===== src/rtl/dcw_pkg.sv =====
package dcw_pkg;

  localparam int TMR_COPIES = 3;

  function automatic logic vote3(input logic [TMR_COPIES-1:0] v);
    return (v[0] & v[1]) | (v[0] & v[2]) | (v[1] & v[2]);
  endfunction

endpackage


===== src/rtl/dcw_rst_sync.sv =====
module dcw_rst_sync #(
  parameter int DEPTH = 2
) (
  input  logic clk,
  input  logic rst_n,
  output logic rst_sync_n
);

  logic [DEPTH-1:0] sync_q;
  logic [DEPTH-1:0] sync_d;

  always_comb begin
    sync_d = {sync_q[DEPTH-2:0], 1'b1};
  end

  always_ff @(posedge clk or negedge rst_n) begin
    if (!rst_n) begin
      sync_q <= '0;
    end else begin
      sync_q <= sync_d;
    end
  end

  assign rst_sync_n = sync_q[DEPTH-1];

endmodule


===== src/rtl/dcw_inv_path.sv =====
module dcw_inv_path #(
  parameter int LEVELS = 8
) (
  input  logic a,
  output logic y
);

  generate
    if (LEVELS == 0) begin : g_wire
      assign y = a;
    end else begin : g_inv
      logic [LEVELS:0] node;
      assign node[0] = a;
      for (genvar i = 0; i < LEVELS; i++) begin : g_lvl
        assign node[i+1] = ~node[i];
      end
      assign y = node[LEVELS];
    end
  endgenerate

endmodule


===== src/rtl/dcw_cell.sv =====
module dcw_cell
  import dcw_pkg::*;
#(
  parameter bit TRIPLE = 1'b1
) (
  input  logic                  clk,
  input  logic                  rst_n,
  input  logic                  d,
  input  logic [TMR_COPIES-1:0] flip,
  output logic                  q
);

  localparam int COPIES = TRIPLE ? TMR_COPIES : 1;

  logic [COPIES-1:0] cp_q;
  logic [COPIES-1:0] cp_d;

  generate
    if (TRIPLE) begin : g_tmr
      always_comb begin
        cp_d = {COPIES{d}} ^ flip;
      end
      assign q = vote3(cp_q);
    end else begin : g_single
      always_comb begin
        cp_d = d ^ (|flip);
      end
      assign q = cp_q[0];
    end
  endgenerate

  always_ff @(posedge clk or negedge rst_n) begin
    if (!rst_n) begin
      cp_q <= '0;
    end else begin
      cp_q <= cp_d;
    end
  end

endmodule


===== src/rtl/delay_chain_window.sv =====
module delay_chain_window
  import dcw_pkg::*;
#(
  parameter int STAGES     = 64,
  parameter int INV_LEVELS = 8,
  parameter int WIN_W      = 4,
  parameter bit TRIPLE     = 1'b1,
  parameter int SYNC_DEPTH = 2
) (
  input  logic                      clk,
  input  logic                      rst_n,
  input  logic                      din,
  input  logic [TMR_COPIES-1:0]     flip_mask,
  input  logic [$clog2(STAGES)-1:0] flip_stage,
  output logic [WIN_W-1:0]          win_q
);

  localparam int IDX_W   = $clog2(STAGES);
  localparam int WIN_LO  = STAGES - WIN_W;

  logic              rst_core_n;
  logic [STAGES-1:0] stage_q;

  dcw_rst_sync #(.DEPTH(SYNC_DEPTH)) u_rst_sync (
    .clk        (clk),
    .rst_n      (rst_n),
    .rst_sync_n (rst_core_n)
  );

  for (genvar k = 0; k < STAGES; k++) begin : g_stage
    logic                  d_k;
    logic [TMR_COPIES-1:0] flip_k;

    if (k == 0) begin : g_head
      assign d_k = din;
    end else begin : g_link
      dcw_inv_path #(.LEVELS(INV_LEVELS)) u_path (
        .a (stage_q[k-1]),
        .y (d_k)
      );
    end

    assign flip_k = (flip_stage == IDX_W'(k)) ? flip_mask : '0;

    dcw_cell #(.TRIPLE(TRIPLE)) u_cell (
      .clk   (clk),
      .rst_n (rst_core_n),
      .d     (d_k),
      .flip  (flip_k),
      .q     (stage_q[k])
    );
  end

  assign win_q = stage_q[STAGES-1:WIN_LO];

endmodule


===== config.mk =====
export PLATFORM = sky130hd
export DESIGN_NAME = delay_chain_window
export DESIGN_NICKNAME = d
export VERILOG_FILES = /design/src/rtl/dcw_pkg.sv /design/src/rtl/dcw_rst_sync.sv /design/src/rtl/dcw_inv_path.sv /design/src/rtl/dcw_cell.sv /design/src/rtl/delay_chain_window.sv
export SDC_FILE = /design/constraint.sdc
export NUM_CORES = 1
export LEC_CHECK = 0
export ABC_AREA = 1
export ABC_CLOCK_PERIOD_IN_PS = 6730
export BUFFER_PORTS_ARGS = -buffer_cell sky130_fd_sc_hd__buf_2
export CORE_ASPECT_RATIO = 1.2
export CORE_MARGIN = 4
export CORE_UTILIZATION = 35
export CTS_BUF_LIST = sky130_fd_sc_hd__clkbuf_8
export DETAILED_ROUTE_END_ITERATION = 8
export PLACE_DENSITY = 0.47
export REMOVE_ABC_BUFFERS = 1
export SETUP_SLACK_MARGIN = 0.02
export SYNTH_ARGS = -nofsm -noshare
export SYNTH_HDL_FRONTEND = slang
export SYNTH_SLANG_ARGS = --single-unit

===== constraint.sdc =====
create_clock -name clk -period 6.73 [get_ports clk]
set_input_delay 1.0095 -clock clk [delete_from_list [all_inputs] [get_ports clk]]
set_output_delay 1.0095 -clock clk [all_outputs]
set_load 0.005 [all_outputs]

==> results.ini, run 1 <==
[layout]
syn_to_final_growth_pct=6.27
register_area_sq_um=4860
antenna_cells=0
fin_util_pct=37.7
multi_input_area_sq_um=4700
nets=1477
drive_above_1_share_pct=5.42
n_fill_cell=3166

[floorplan]
die_area_sq_um=32700
core_area_sq_um=29500
die_height_microns=197
ios=16
rows=69
die_w_microns=166
start_util_pct=35.4

[yosys]
netlist_area_sq_um=10500
synth_top_area_cell=dfrtp_1
synthArstFlopShare_pct=100
synth_seq_cells=194
synth_top_family_by_area=simple AND/OR/NAND/NOR gates
synth_seq_area_share_pct=46.4
synthMuxAreaShare_pct=0
synth_common_cells=nand2_1 (587), nand3_1 (298), dfrtp_1 (194), inv_1 (141), nor2_1 (81)
synthFlopType=dfrtp_1
synth_edf_count=0
yosysWarnings=0
ys_types=15
synth-xor-area-share_pct=0
syn_avg_cell_area_sq_um=6.94
synth_compound_area_share_pct=2.39
synth_fa_ha_area_share_pct=0.0956
synth-simple-area-share_pct=42.2
synth_area_leaders=dfrtp_1 (46%), nand2_1 (21%), nand3_1 (14%), inv_1 (5.1%), nor2_1 (2.9%)
synth_cells=1509
netlist.area_leader.share_pct=46.4
yosys.cell_count.top_type=nand2_1

[global_route]
grt_pass1_wl_microns=42700
antenna_found_initial=2
grtUsageTotal_pct=15.9
grt_overflow=0
grt_pass1_vias=8737
grt_max_degree=175

[pwr]
p_clk_share_pct=32.8
switching_share_pct=29.2
irDropWorstVdd_v=0.000106
p_int_mw=1.58
power_frac_seq_pct=55.8
p_leak_nw=5.56
p_switching_mw=0.651
power_density_nw_per_um2=200
power_frac_comb_pct=11.4

[worst_setup_path]
cp.required_ns=7.10
rr_endpoint=g_stage[33].u_cell.cp_q[0]$_DFF_PN0_
reg2regPathDepth=1
cp-start-kind=input port
cpPeakStageDelay_ns=0.81
crit_path_end_kind=flop
cp.arrival_ns=2.98
rrSetupSlack_ns=5.21
cp_cell_sequence=buf_2 > nand2_1 > inv_2 > nand3_1 > o21ai_0 > nand2_1
cp_common_cell=nand2_1
path_class=input port to flop
cp-endpoint=g_stage[48].u_cell.cp_q[2]$_DFF_PN0_
cp_slowest_cell=inv_2
worstSetupStartpoint=flip_stage[4]
crit_fanout=58
r2r_start=u_rst_sync.sync_q[1]$_DFF_PN0_

[route]
wl_per_cell_microns=13.6
drc_errors=0
vias=9125
drt-initial-drc-count=371
ant_nets=0
drt-pass1-iter-count=7
finalWirelength_microns=25400
vias_per_cell=4.89

[timing]
maxSlewViolCount=0
hold_violations=0
setup-violations-final=0
fmax_ghz=0.382
rsz0062_at_grt=false
tightestPinTransition_ns=1.03
finalCritPeriodShare_pct=38.9
fin_crit_ns=2.62
final.setup.tns_ns=0
clock_skew_ns=0.0127
slew_headroom_pct=31.1

[placement]
place.gp.congestion=0.751
dp_hpwl_microns=16100
io_buffers=15

[cts]
cts_buffers=17
cts_sinks=194
post_cts_resized=0
clk_pin_slew_ns=0.10
hold_buffers=0
ctsLongestPathBuffers=2
cts_tree=done
cts_max_level=4
postCtsSetupRepairBufs=0
clk_latency_ns=0.47
cts-root-buf=clkbuf_8

[flow_run]
drv_cap=0

[run_status]
status=complete, no violations

[worst_hold_path]
hold_path_class=flop to asynchronous set/reset pin

-- sequential cells by signal, indices dropped and copies added (netlist names) --
name,cells
u_rst_sync.sync_q,2
g_stage.u_cell.cp_q,192
-- cell families after synthesis --
kind of cell	Yosys count
AOI/OAI and AO/OA	50
other	1
DFF	194
adders and majority gates	1
and+or+nand+nor	1033
buffers and inverters	230
-- critical path: cells and delay by family --
family | cells | cell delay, ns
buf+inv | 2 | 0.97
simple gates | 3 | 0.71
compound gates | 1 | 0.25
-- how the worst min path moves through the flow --
| stage | depth (start not counted) | slack [ns] | endpoint |
|---|---|---|---|
| floorplan | 0 | 0.33 | u_rst_sync.sync_q[1]$_DFF_PN0_ |
| global placement | 0 | 0.21 | g_stage[17].u_cell.cp_q[2]$_DFF_PN0_ |
| detailed placement | 0 | 0.21 | g_stage[17].u_cell.cp_q[0]$_DFF_PN0_ |
| CTS | 0 | 0.22 | g_stage[19].u_cell.cp_q[0]$_DFF_PN0_ |
| global route | 0 | 0.24 | g_stage[19].u_cell.cp_q[0]$_DFF_PN0_ |
| finish | 0 | 0.21 | g_stage[17].u_cell.cp_q[0]$_DFF_PN0_ |
-- placed cells by master, fill, tap and decap left out, types with 3 or more instances in the layout --
cell type,count
nor2_1,79
buf_2,12
clkinv_2,3
clkinvlp_4,5
or2_2,16
nand2_1,587
clkbuf_8,17
nor2_4,3
dfrtp_1,193
o21ai_0,50
buf_4,13
inv_1,140
nand3_1,298
nand4_1,48
-- power groups by stage --
stage	registers (mW)	clock network [mW]	logic (mW)
finish	1.24	0.730	0.253
global route	1.25	0.807	0.294
CTS	1.24	0.767	0.259
detailed placement	1.27	0	0.258
global placement	1.27	0	0.257
floorplan	1.28	0	0.141
-- area by class of cell --
cell class / instances / share of cell area [%]
Inverter: 141 / 4.76
Clock inverter: 14 / 1.18
Sequential cell: 194 / 43.7
Timing Repair Buffer: 26 / 1.60
Clock buffer: 17 / 2.10
Tap cell: 390 / 4.39
Multi-Input combinational cell: 1085 / 42.3
-- metrics by stage --
step	std cells	worst slack, ns	cell area, sq um	power, mW	hold slack (ns)
2_1_floorplan	1420	0.924	10100	1.42	0.331
3_3_place_gp	1836	3.69	10800	1.52	0.214
3_5_place_dp	1836	3.62	10800	1.53	0.212
4_1_cts	1867	4.14	11100	2.27	0.217
5_1_grt	1867	3.80	11100	2.35	0.236
6_report	1867	4.11	11100	2.23	0.214
-- per-layer routing --
| metal | vias to the layer above | share of wire [%] | global-route usage, % | routed length (microns) |
|---|---|---|---|---|
| met4 | 4 | 1.0 | 4.19 | 260 |
| met1 | 4299 | 46 | 19.5 | 11600 |
| li1 | 4689 | - | - | - |
| met3 | 25 | 2.9 | 2.66 | 747 |
| met5 | - | 0.083 | 0 | 21 |
| met2 | 108 | 50 | 29.3 | 12700 |
(Power assumes the default switching activity.)
==> run 2: changes to the inputs <==
--- a/config.mk
+++ b/config.mk
@@ -6,14 +6,14 @@
 export NUM_CORES = 1
 export LEC_CHECK = 0
 export ABC_AREA = 1
-export ABC_CLOCK_PERIOD_IN_PS = 6730
+export ABC_CLOCK_PERIOD_IN_PS = 2300
 export BUFFER_PORTS_ARGS = -buffer_cell sky130_fd_sc_hd__buf_2
 export CORE_ASPECT_RATIO = 1.2
 export CORE_MARGIN = 4
 export CORE_UTILIZATION = 35
 export CTS_BUF_LIST = sky130_fd_sc_hd__clkbuf_8
 export DETAILED_ROUTE_END_ITERATION = 8
-export PLACE_DENSITY = 0.47
+export PLACE_DENSITY = 0.49
 export REMOVE_ABC_BUFFERS = 1
 export SETUP_SLACK_MARGIN = 0.02
 export SYNTH_ARGS = -nofsm -noshare
==> constraint.sdc (replaced) <==
create_clock -name clk -period 2.3 [get_ports clk]
set_input_delay 0.345 -clock clk [delete_from_list [all_inputs] [get_ports clk]]
set_output_delay 0.345 -clock clk [all_outputs]
set_load 0.005 [all_outputs]
==> results.ini, run 2 (same netlist as run 1, synthesis figures left out) <==
[route]
drt-pass1-iter-count=5  ; -2
finalWirelength_microns=26200  ; +3.3%
vias_per_cell=4.95  ; +1.3%
wl_per_cell_microns=13.8  ; +1.7%
drt-initial-drc-count=485  ; +31%
drc_errors=0  ; unchanged
vias=9389  ; +2.9%
ant_nets=0  ; unchanged

[global_route]
grt_max_degree=62  ; -65%
grtUsageTotal_pct=16.4  ; +0.47 points
grt_pass1_wl_microns=43600  ; +2.1%
grt_pass1_vias=8843  ; +1.2%
antenna_found_initial=2  ; unchanged
grt_overflow=0  ; unchanged

[flow_run]
drv_cap=0  ; unchanged

[cts]
clk_latency_ns=0.49  ; +0.02 ns
cts_buffers=17  ; unchanged
clk_pin_slew_ns=0.11  ; about the same
cts_sinks=194  ; unchanged
ctsLongestPathBuffers=2  ; unchanged
cts_tree=done
cts-root-buf=clkbuf_8
cts_max_level=4  ; unchanged

[placement]
place.gp.congestion=0.757  ; +0.81%
pre_cts_ws_ns=0.529  ; -3.09 ns
io_buffers=15  ; unchanged
placed_area_sq_um=11100  ; +3.2%
dp_hpwl_microns=17600  ; +9.1%

[floorplan]
core_area_sq_um=29500  ; unchanged
rows=69  ; unchanged
start_util_pct=35.4  ; unchanged
die_area_sq_um=32700  ; unchanged
die_height_microns=197  ; unchanged
die_w_microns=166  ; unchanged
ios=16  ; unchanged

[worst_setup_path]
cpPeakStageDelay_ns=0.38  ; -0.43 ns
cp_slowest_cell=dfrtp_1
crit_path_end_kind=primary output
rr_endpoint=g_stage[34].u_cell.cp_q[1]$_DFF_PN0_
cp.arrival_ns=1.53  ; -1.45 ns
cp-start-kind=flop
reg2regPathDepth=4  ; +3
path_class=flop to primary output
r2r_start=g_stage[33].u_cell.cp_q[0]$_DFF_PN0_
timing.critical_path.buf_inv=2  ; unchanged
crit_fanout=4  ; -93%
cp.required_ns=1.96  ; -5.14 ns
cp_top_family=simple AND/OR/NAND/NOR gates
rrSetupSlack_ns=0.96  ; -4.25 ns
cp_cell_sequence=or2_2 > nand2_1 > inv_1 > buf_2

[layout]
fin_util_pct=38.9  ; +1.2 points
reg_top3=g_stage.u_cell.cp_q (192), u_rst_sync.sync_q (2)
antenna_cells=0  ; unchanged
layout_commonest_cell=nand2_1
largest_reg_flops=192  ; unchanged
nets=1506  ; +2.0%
mostFrequentLayoutCells=nand2_1 (587), nand3_1 (298), dfrtp_1 (193)
final_area_sq_um=11500  ; +3.2%
drive_above_1_share_pct=6.97  ; +1.6 points
top_register=g_stage.u_cell.cp_q
syn_to_final_growth_pct=9.68

[timing]
fin_crit_ns=1.88
worst_slack_ns=0.424  ; -3.69 ns
hold_violations=0  ; unchanged
slew_headroom_pct=54.6  ; +23 points
setup-violations-final=0  ; unchanged
fmax_ghz=0.533
rsz0062_at_grt=false
final.setup.tns_ns=0  ; unchanged
maxSlewViolCount=0  ; unchanged
tightestPinTransition_ns=0.679  ; -0.354 ns
finalCritPeriodShare_pct=81.6
clock_skew_ns=0.0192  ; +0.00656 ns

[worst_hold_path]
hold_path_class=input port to flop
hold_path_depth=3
holdPathEnd=g_stage[0].u_cell.cp_q[2]$_DFF_PN0_
hold_path_startpoint=din

[pwr]
irDropWorstVdd_v=0.000343  ; +220%
total_power_mw=6.58  ; +200%
power_density_nw_per_um2=574  ; +190%
p_leak_nw=5.78  ; +3.9%

[run_status]
status=complete, no violations

==> run 2: cell count changes in the layout (fill, tap and decap cells not counted), sizes merged <==
cell,delta
clkinvlp,-5
dlygate4sd3,+1
bufinv,-1
clkinv,+1
inv,+4
clkbuf,+2
buf,+28
==> run 2: worst max path at each step <==
stage                                    startpoint                              endpoint  slack, ns  cells after the start
5_1_grt        g_stage[60].u_cell.cp_q[0]$_DFF_PN0_                              win_q[0]       0.28                      4
3_5_place_dp                          flip_stage[0]  g_stage[41].u_cell.cp_q[1]$_DFF_PN0_       0.53                      7
4_1_cts        g_stage[60].u_cell.cp_q[0]$_DFF_PN0_                              win_q[0]       0.35                      4
6_report       g_stage[60].u_cell.cp_q[0]$_DFF_PN0_                              win_q[0]       0.42                      4
3_3_place_gp                          flip_stage[1]  g_stage[26].u_cell.cp_q[0]$_DFF_PN0_       0.59                      7
2_1_floorplan        u_rst_sync.sync_q[1]$_DFF_PN0_   g_stage[0].u_cell.cp_q[0]$_DFF_PN0_      -3.51                      0
==> run 2: worst min-delay path: stages <==
cell and delay (ns):
buf_2 0.12, nand2_1 0.05, nand2_1 0.05
==> run 2: final cells by class <==
type,instances,area [sq um]
inverters,141,529
well taps,390,488
repair buffers,55,536
flip-flops and latches,194,4860
multi-input cells,1085,4700
clock inverters,13,104
clock buffers,19,262
fillers,3139,18000
==> run 2: stage by stage <==
step	instances	hold WS [ns]
after floorplan	1420	0.0494
after global placement	1864	0.131
after detailed placement	1864	0.133
after CTS	1897	0.0678
after global routing	1897	0.0887
final	1897	0.0978
==> run 2: where the power goes <==
part,total (mW),switching [mW],internal (mW)
Combinational,0.807,0.583,0.224
Clock,2.13,1.30,0.830
Sequential,3.64,0.0708,3.57
==> run 2: metal layers <==
layer	global-route usage, %	share of wire, %	wire length, microns
met1	19.9	44	11500
met2	30.2	52	13500
met3	2.86	2.9	759
met4	4.34	1.5	388
met5	0	0.10	27
==> run 2: repair_timing <==
action | CTS | global route
setup buffers | 0 | 0
hold buffers | 1 | 0
gates resized for setup | 0 | 0
endpoints found under the hold margin | 2 | 0
==> run 3: changes to the inputs <==
--- a/config.mk
+++ b/config.mk
@@ -6,7 +6,7 @@
 export NUM_CORES = 1
 export LEC_CHECK = 0
 export ABC_AREA = 1
-export ABC_CLOCK_PERIOD_IN_PS = 2300
+export ABC_CLOCK_PERIOD_IN_PS = 1650
 export BUFFER_PORTS_ARGS = -buffer_cell sky130_fd_sc_hd__buf_2
 export CORE_ASPECT_RATIO = 1.2
 export CORE_MARGIN = 4
==> constraint.sdc (replaced) <==
create_clock -name clk -period 1.65 [get_ports clk]
set_input_delay 0.2475 -clock clk [delete_from_list [all_inputs] [get_ports clk]]
set_output_delay 0.2475 -clock clk [all_outputs]
set_load 0.005 [all_outputs]
==> results.ini, run 3 (same netlist as run 1, synthesis figures left out) <==
[run_status]
status=complete, no violations

[pwr]
power_frac_seq_pct=54.1  ; -1.3 points
p_clk_share_pct=33.6  ; +1.2 points
total_power_mw=9.37  ; +42%
p_leak_nw=5.93  ; +2.7%
p_switching_mw=2.77  ; +42%
switching_share_pct=29.6  ; -0.13 points
p_int_mw=6.60  ; +43%
power_frac_comb_pct=12.4  ; about the same
power_density_nw_per_um2=795  ; +39%
irDropWorstVdd_v=0.000445  ; +30%

[route]
drt-initial-drc-count=593  ; +22%
ant_nets=0  ; unchanged
drc_errors=0  ; unchanged
wl_per_cell_microns=13.7  ; -1.3%
finalWirelength_microns=26200  ; about the same
vias_per_cell=4.87  ; -1.6%
drt-pass1-iter-count=6  ; +1
vias=9355  ; -0.36%

[floorplan]
start_util_pct=35.4  ; unchanged
die_height_microns=197  ; unchanged
core_area_sq_um=29500  ; unchanged
rows=69  ; unchanged
die_area_sq_um=32700  ; unchanged
die_w_microns=166  ; unchanged
ios=16  ; unchanged

[global_route]
grt_pass1_wl_microns=43900  ; +0.65%
grt_overflow=0  ; unchanged
grtUsageTotal_pct=16.5  ; +0.13 points
antenna_found_initial=2  ; unchanged
grt_max_degree=85  ; +37%
grt_pass1_vias=8884  ; +0.46%

[timing]
fin_crit_ns=1.60
maxSlewViolCount=0  ; unchanged
final.setup.tns_ns=0  ; unchanged
setup-violations-final=0  ; unchanged
whs_ns=0.0574  ; -0.0404 ns
hold_violations=0  ; unchanged
finalCritPeriodShare_pct=97.1
worst_slack_ns=0.0480  ; -0.376 ns
slew_headroom_pct=61.9  ; +7.3 points
clock_skew_ns=0.0157  ; -0.00349 ns
rsz0062_at_grt=true
tightestPinTransition_ns=0.566  ; -0.114 ns
fmax_ghz=0.624

[worst_setup_path]
path_depth=4  ; unchanged
crit_path_end_kind=primary output
cp.required_ns=1.40  ; -0.56 ns
reg2regPathDepth=4  ; unchanged
r2r_start=g_stage[11].u_cell.cp_q[0]$_DFF_PN0_
cp_slowest_cell=dfrtp_1
rr_endpoint=g_stage[12].u_cell.cp_q[2]$_DFF_PN0_
cp_top_family=flip-flops
cpPeakStageDelay_ns=0.39  ; about the same
cp-start-kind=flop
path_class=flop to primary output
cp.arrival_ns=1.35  ; -0.18 ns
timing.critical_path.buf_inv=2  ; unchanged
crit_fanout=2  ; -2
cp_cell_sequence=or2_4 > nand2_4 > inv_4 > buf_6
rrSetupSlack_ns=0.36  ; -0.60 ns

[placement]
pre_cts_ws_ns=0.0976  ; -0.432 ns
io_buffers=15  ; unchanged
place.gp.congestion=0.787  ; +4.0%
placed_area_sq_um=11300  ; +1.6%
numPlacedInstances=1880  ; +0.86%
dp_hpwl_microns=17300  ; -1.7%

[cts]
cts-root-buf=clkbuf_8
clk_pin_slew_ns=0.12  ; about the same
cts_max_level=4  ; unchanged
cts_tree=done
cts_buffers=17  ; unchanged
cts_sinks=194  ; unchanged
ctsLongestPathBuffers=2  ; unchanged
clk_latency_ns=0.48  ; about the same

[layout]
final_area_sq_um=11800  ; +2.6%
syn_to_final_growth_pct=12.6
top_register=g_stage.u_cell.cp_q
mostFrequentLayoutCells=nand2_1 (585), nand3_1 (298), dfrtp_1 (193)
drive_above_1_share_pct=8.82  ; +1.9 points
reg_top3=g_stage.u_cell.cp_q (192), u_rst_sync.sync_q (2)
largest_reg_flops=192  ; unchanged
nets=1529  ; +1.5%
antenna_cells=0  ; unchanged
layout_commonest_cell=nand2_1
fin_cells=1920  ; +1.2%
fin_util_pct=39.9  ; +1.0 points

[worst_hold_path]
hold_path_class=input port to asynchronous set/reset pin

[flow_run]
drv_cap=0  ; unchanged

## run 3: power groups by stage
stage          Clock, mW  Sequential (mW)  Combinational (mW)
2_1_floorplan          0             5.21               0.577
3_3_place_gp           0             5.16                1.16
3_5_place_dp           0             5.16                1.17
4_1_cts             3.27             5.07                1.18
5_1_grt             3.45             5.10                1.33
6_report            3.14             5.06                1.16
## run 3: area by class of cell
type / instances / area [sq um]
Clock inverter: 14 / 143
Multi-Input combinational cell: 1085 / 4720
Timing Repair Buffer: 78 / 786
Inverter: 141 / 534
Fill cell: 3092 / 17700
Clock buffer: 18 / 248
Tap cell: 390 / 488
Sequential cell: 194 / 4860
## run 3: how the worst max path moves through the flow
stage | from | to | slack, ns
6_report | g_stage[61].u_cell.cp_q[2]$_DFF_PN0_ | win_q[1] | 0.05
4_1_cts | g_stage[61].u_cell.cp_q[2]$_DFF_PN0_ | win_q[1] | -0.009
3_3_place_gp | flip_stage[4] | g_stage[32].u_cell.cp_q[2]$_DFF_PN0_ | 0.09
5_1_grt | g_stage[61].u_cell.cp_q[2]$_DFF_PN0_ | win_q[1] | -0.03
2_1_floorplan | u_rst_sync.sync_q[1]$_DFF_PN0_ | g_stage[0].u_cell.cp_q[0]$_DFF_PN0_ | -4.16
3_5_place_dp | flip_stage[4] | g_stage[32].u_cell.cp_q[2]$_DFF_PN0_ | 0.1
## run 3: repair_timing
item / CTS / global route
gates resized for setup: 13 / 1
hold buffers: 2 / 0
setup endpoints to repair: 4 / 3
buffers inserted: 5 / 1
endpoints found under the hold margin: 5 / 0
pin swaps: 5 / 3
## run 3: worst reg2reg max path: cells and delay by family, from the launching register on
family / cells / cell delay [ns]
and+or+nand+nor: 2 / 0.17
buffers and inverters: 1 / 0.16
AOI/OAI and AO/OA: 1 / 0.48
DFF: 1 / 0.39
## run 3: layer usage
metal	global-route usage (%)	up-vias	wire [microns]
li1	-	4802	-
met1	20.4	4406	11600
met2	30.2	124	13400
met3	2.78	19	872
met4	4.19	4	273
met5	0	-	21
